<file path="src/rtl/clksw_pkg.sv">
package clksw_pkg;
  typedef enum logic [2:0] {
    ST_INT  = 3'd0,
    ST_OST  = 3'd1,
    ST_PLL  = 3'd2,
    ST_HAND = 3'd3,
    ST_PRI  = 3'd4
  } clksw_state_e;

  function automatic logic src_is_internal(input logic [1:0] code);
    return code[1];
  endfunction
endpackage

</file>
<file path="src/rtl/clksw_cfg_reg.sv">
module clksw_cfg_reg (
  input  logic       clk,
  input  logic       rst_n,
  input  logic       wr,
  input  logic [1:0] wr_src,
  input  logic       wr_idle,
  output logic [1:0] src_q,
  output logic       idle_q,
  output logic       src_change
);
  always_ff @(posedge clk) begin
    if (!rst_n) begin
      src_q  <= 2'b00;
      idle_q <= 1'b0;
    end else if (wr) begin
      src_q  <= wr_src;
      idle_q <= wr_idle;
    end
  end

  assign src_change = wr && (wr_src != src_q);


  cfg_hold_chk: assert property (@(posedge clk) disable iff (!rst_n)
    !wr |=> $stable({src_q, idle_q}));
endmodule

</file>
<file path="src/rtl/clksw_timer.sv">
module clksw_timer #(
  parameter int LIMIT = 1024
) (
  input  logic clk,
  input  logic rst_n,
  input  logic clr,
  input  logic inc,
  output logic done
);
  localparam int W = (LIMIT < 2) ? 1 : $clog2(LIMIT);
  localparam logic [W-1:0] LAST = W'(LIMIT - 1);

  logic [W-1:0] cnt;

  assign done = inc && !clr && (cnt == LAST);

  always_ff @(posedge clk) begin
    if (!rst_n || clr || done) cnt <= '0;
    else if (inc)              cnt <= cnt + 1'b1;
  end


  cnt_range_chk: assert property (@(posedge clk) disable iff (!rst_n)
    cnt <= LAST);
endmodule

</file>
<file path="src/rtl/clksw_fsm.sv">
module clksw_fsm
  import clksw_pkg::*;
(
  input  logic         clk,
  input  logic         rst_n,
  input  logic         src_change,
  input  logic         new_internal,
  input  logic         ost_done,
  input  logic         pll_done,
  input  logic         pll_en,
  input  logic         int_tick,
  output clksw_state_e state
);
  clksw_state_e nxt;

  always_comb begin
    nxt = state;
    if (src_change && new_internal) begin
      nxt = ST_INT;
    end else if (src_change && state != ST_PRI) begin
      nxt = ST_OST;
    end else begin
      unique case (state)
        ST_OST:  if (ost_done) nxt = pll_en ? ST_PLL : ST_HAND;
        ST_PLL:  if (pll_done) nxt = ST_HAND;
        ST_HAND: if (int_tick) nxt = ST_PRI;
        default: nxt = state;
      endcase
    end
  end

  always_ff @(posedge clk) begin
    if (!rst_n) state <= ST_OST;
    else        state <= nxt;
  end


  handover_on_tick_chk: assert property (@(posedge clk) disable iff (!rst_n)
    (state == ST_PRI && $past(state) != ST_PRI) |-> $past(int_tick));

  handover_from_wait_chk: assert property (@(posedge clk) disable iff (!rst_n)
    (state == ST_PRI && $past(state) != ST_PRI) |-> $past(state) == ST_HAND);

  pll_stage_chk: assert property (@(posedge clk) disable iff (!rst_n)
    (state == ST_PLL) |-> pll_en || $past(state) == ST_PLL);
endmodule

</file>
<file path="src/rtl/clksw_ctrl.sv">
module clksw_ctrl
  import clksw_pkg::*;
#(
  parameter int OST_CYCLES = 1024,
  parameter int PLL_TICKS  = 16
) (
  input  logic       clk,
  input  logic       rst_n,
  input  logic       cfg_wr,
  input  logic [1:0] cfg_src,
  input  logic       cfg_idle,
  input  logic       pll_en,
  input  logic       wdt_en,
  input  logic       fscm_en,
  input  logic       int_tick,
  input  logic       prim_tick,
  output logic [1:0] src_sel,
  output logic       idle_en,
  output logic       prim_osc_en,
  output logic       int_osc_en,
  output logic       sel_internal,
  output logic       osc_ready,
  output logic       sys_ce
);
  clksw_state_e state;
  logic src_change, ost_done, pll_done, prim_q;

  clksw_cfg_reg u_cfg (
    .clk(clk), .rst_n(rst_n), .wr(cfg_wr), .wr_src(cfg_src), .wr_idle(cfg_idle),
    .src_q(src_sel), .idle_q(idle_en), .src_change(src_change)
  );

  assign prim_q = prim_tick && prim_osc_en;

  clksw_timer #(.LIMIT(OST_CYCLES)) u_ost (
    .clk(clk), .rst_n(rst_n),
    .clr(state != ST_OST || src_change),
    .inc(state == ST_OST && prim_q),
    .done(ost_done)
  );

  clksw_timer #(.LIMIT(PLL_TICKS)) u_pll (
    .clk(clk), .rst_n(rst_n),
    .clr(state != ST_PLL || src_change),
    .inc(state == ST_PLL && int_tick),
    .done(pll_done)
  );

  clksw_fsm u_fsm (
    .clk(clk), .rst_n(rst_n), .src_change(src_change),
    .new_internal(src_is_internal(cfg_src)),
    .ost_done(ost_done), .pll_done(pll_done), .pll_en(pll_en),
    .int_tick(int_tick), .state(state)
  );

  assign prim_osc_en  = (state != ST_INT);
  assign sel_internal = (state != ST_PRI);
  assign osc_ready    = (state == ST_PRI);
  assign int_osc_en   = sel_internal || wdt_en || fscm_en;
  assign sys_ce       = sel_internal ? int_tick : prim_q;


  prim_off_chk: assert property (@(posedge clk) disable iff (!rst_n)
    src_sel[1] |-> !prim_osc_en && sel_internal);

  int_osc_kept_chk: assert property (@(posedge clk) disable iff (!rst_n)
    !osc_ready |-> int_osc_en);

  ce_needs_tick_chk: assert property (@(posedge clk) disable iff (!rst_n)
    sys_ce |-> (int_tick || prim_tick));

  ready_rise_chk: assert property (@(posedge clk) disable iff (!rst_n)
    $rose(osc_ready) |-> $past(int_tick) && !src_sel[1]);
endmodule

</file>
<file path="config.mk">
export PLATFORM = sky130hd
export DESIGN_NAME = clksw_ctrl
export DESIGN_NICKNAME = d
export VERILOG_FILES = /design/src/rtl/clksw_pkg.sv /design/src/rtl/clksw_cfg_reg.sv /design/src/rtl/clksw_timer.sv /design/src/rtl/clksw_fsm.sv /design/src/rtl/clksw_ctrl.sv
export SDC_FILE = /design/constraint.sdc
export NUM_CORES = 1
export LEC_CHECK = 0
export ABC_AREA = 1
export ABC_CLOCK_PERIOD_IN_PS = 2200
export CAP_MARGIN = 20
export CORE_ASPECT_RATIO = 0.9
export CORE_UTILIZATION = 40
export DETAILED_ROUTE_END_ITERATION = 8
export HOLD_SLACK_MARGIN = 0.02
export MAX_ROUTING_LAYER = met4
export PLACE_DENSITY_LB_ADDON = 0.12
export SLEW_MARGIN = 20
export SYNTH_ARGS = -nofsm -noshare
export SYNTH_HDL_FRONTEND = slang
export SYNTH_HIERARCHICAL = 1
export SYNTH_SLANG_ARGS = --single-unit
</file>
<file path="constraint.sdc">
create_clock -name clk -period 2.2 [get_ports clk]
set_input_delay 0.22 -clock clk [delete_from_list [all_inputs] [get_ports clk]]
set_output_delay 0.22 -clock clk [all_outputs]
set_load 0.02 [all_outputs]
</file>
==> impl_metrics.env <==
export IMPL_status="complete, no violations"
export IMPL_finalInstanceArea_sq_um=1450
export IMPL_dp_hpwl_microns=1770
export IMPL_fin_ws_ns=0.223
export IMPL_vias=1097
export IMPL_min_path_type="reg -> reg"
export IMPL_slew_headroom_pct=75.8
export IMPL_wl_met2_microns=997
export IMPL_antenna_found_initial=0
export IMPL_drc=0
export IMPL_final_common_cell="nand2_1"
export IMPL_switching_share_pct=32.3
export IMPL_drtIter0Drc=45
export IMPL_synth_top_cells_by_area="dfxtp_1, nand2_1, nor2_1"
export IMPL_cts_hold_buf=0
export IMPL_postRouteWirelength_microns=2250
export IMPL_clockRootBuffer="clkbuf_4"
export IMPL_peakVddDrop_mv=0.356
export IMPL_worstPathArrival_ns=1.76
export IMPL_finClkSkew_ns=0.00459
export IMPL_worstHoldPathCells=2
export IMPL_placed_area_sq_um=1410
export IMPL_cts_sinks=20
export IMPL_die_h_microns=53.1
export IMPL_coreArea_sq_um=2750
export IMPL_post_drt_wl_per_cell_microns=9.47
export IMPL_grt_usage_pct=16.7
export IMPL_die_area_sq_um=3120
export IMPL_wl_met3_microns=87
export IMPL_cts_setup_buffers=0
export IMPL_cap_violations=0
export IMPL_grt_first_pass_wirelength_microns=3880
export IMPL_synth_main_ff_cell="dfxtp_1"
export IMPL_area_growth_pct=24.9
export IMPL_clkPwrFrac_pct=25.2
export IMPL_gp_congestion=0.768
export IMPL_dr_max_layer_used="met3"
export IMPL_cts_max_level=1
export IMPL_ys_ff_latch=20
export IMPL_yosysUniqueCellTypes=24
export IMPL_comb_power_share_pct=27.0
export IMPL_cp_max_fo=11
export IMPL_met1Wirelength_microns=1160
export IMPL_start_util_pct=42.2
export IMPL_drt_pass1_iterations=4
export IMPL_p_per_area_nw_per_um2=590
export IMPL_nNetsFinal=211
export IMPL_grt_max_degree=12
export IMPL_io_pins=19
export IMPL_cts_resized=0
export IMPL_hold_ws_ns=0.501
export IMPL_grt_pass1_vias=939
export IMPL_path_class="reg -> out"
export IMPL_synth_area_sq_um=1160
export IMPL_synth_cells=172
export IMPL_hold_viol_final=0
export IMPL_clkTransAtPathRegs_ns=0.11
export IMPL_yosys_warnings=6
export IMPL_async_reset_ff_share_pct=0
export IMPL_synth_edf_count=0
export IMPL_final_cell_mix="nand2_1, nor2_1, inv_1"
export IMPL_antenna_left=0
export IMPL_synth_top_area_share_pct=34.5
export IMPL_yosys_area_top_type="dfxtp_1"
export IMPL_rows=18
export IMPL_crit_required_ns=1.98
export IMPL_setup_violations=0
export IMPL_syn_avg_cell_area_sq_um=6.74
export IMPL_switching_power_uw=276
export IMPL_worst_setup_path_start_kind="register"
export IMPL_slew_viol_final=0
export IMPL_clk_path_buf_depth=2
export IMPL_worst_setup_path_end_kind="primary output"
export IMPL_fill_cells=289
export IMPL_tritoncts="built"
export IMPL_cts_made_buffers=3
export IMPL_dp_slack_ns=0.00217
export IMPL_overflow=0
export IMPL_tns_ns=0
export IMPL_finalCriticalPeriod_ns=1.98
export IMPL_final_layout_size_suffix_gt1_share_pct=12.2
export IMPL_rsz0062_at_grt="no"
export IMPL_finalCritPeriodShare_pct=89.9
export IMPL_max_freq_mhz=506
export IMPL_numPortBuffers=18
export IMPL_yosysSeqAreaShare_pct=34.5
export IMPL_seq_power_share_pct=47.8
export IMPL_vias_per_cell=4.63
export IMPL_rrSetupSlack_ns=0.43
export IMPL_antennaDiodeCount=0
export IMPL_die_x_microns=58.8
export IMPL_tightest_slew_ns=0.362
export IMPL_clkLatencyLatePin_ns=0.30
export IMPL_worstRegToRegCells=15
export IMPL_p_int_uw=579
export IMPL_synth_net_count=185
export IMPL_p_leak_uw=0.000586
## power groups by stage
stage | Clock [uW] | Sequential (uW) | Combinational [uW]
2_1_floorplan | 0 | 415 | 151
3_3_place_gp | 0 | 417 | 226
3_5_place_dp | 0 | 418 | 231
4_1_cts | 227 | 410 | 232
5_1_grt | 242 | 415 | 260
6_report | 215 | 409 | 230
## cell usage after synthesis (2+ instances only)
library cell and instances:
nand4_1 3, a21oi_1 12, nor2_2 2, ha_1 2, nor2_4 3, o21ai_1 4
nand2_1 48, nand3_2 4, nand3b_1 4, xnor2_1 4, inv_2 2, nand2_2 3
inv_1 21, nand3_1 10, dfxtp_1 20, nor2_1 22
## metrics by stage
step	cells	power [uW]	util, %
4_1_cts	237	869	52.7
5_1_grt	237	916	52.7
3_5_place_dp	233	649	51.4
2_1_floorplan	172	566	-
6_report	237	855	52.7
3_3_place_gp	233	643	51.4
## metal layers
metal,vias to the layer above,GRT usage (%)
li1,597,-
met1,484,20.6
met3,0,4.65
met4,0,2.38
met2,16,28.0
met5,-,-
## worst paths after layout
kind,from,to
setup / recovery,u_fsm/state[1]$_SDFFE_PP0P_,sys_ce
hold / removal,u_ost/cnt[6]$_SDFFE_PP0P_,u_ost/cnt[6]$_SDFFE_PP0P_
setup reg to reg,u_cfg/src_q[1]$_SDFFE_PN0P_,u_fsm/state[0]$_SDFFE_PN1P_
hold reg to reg,u_ost/cnt[6]$_SDFFE_PP0P_,u_ost/cnt[6]$_SDFFE_PP0P_
## worst max-delay path, cell delays in order (launching register included)
cell and delay [ns]:
dfxtp_1 0.56, nor2_2 0.11, nand2_2 0.09, nand2_1 0.05, nand2_1 0.05, clkdlybuf4s50_1 0.59
## kinds of logic after synthesis
family | count (synthesis) | synth area share, %
flip-flops | 20 | 34.5
buffers and inverters | 23 | 7.44
AO/OA/AOI/OAI | 20 | 9.71
adder cells (fa/ha/maj) | 2 | 2.16
AND/OR/NAND/NOR | 102 | 42.4
XOR/XNOR | 5 | 3.78
## area by class of cell
class,count,area (sq um),share of cell area [%]
multi-input combinational,129,673,46.5
sequential,20,400,27.6
inverter,23,86.3,5.96
clock buffer,4,36.3,2.50
timing repair buffer,21,203,14.0
tap,40,50.0,3.45
## sequential cells by signal (all words and copies together), names as in the netlist
signal,count
u_cfg/idle_q,1
u_fsm/state,3
u_ost/cnt,10
u_pll/cnt,4
u_cfg/src_q,2
(Power assumes the default switching activity.)
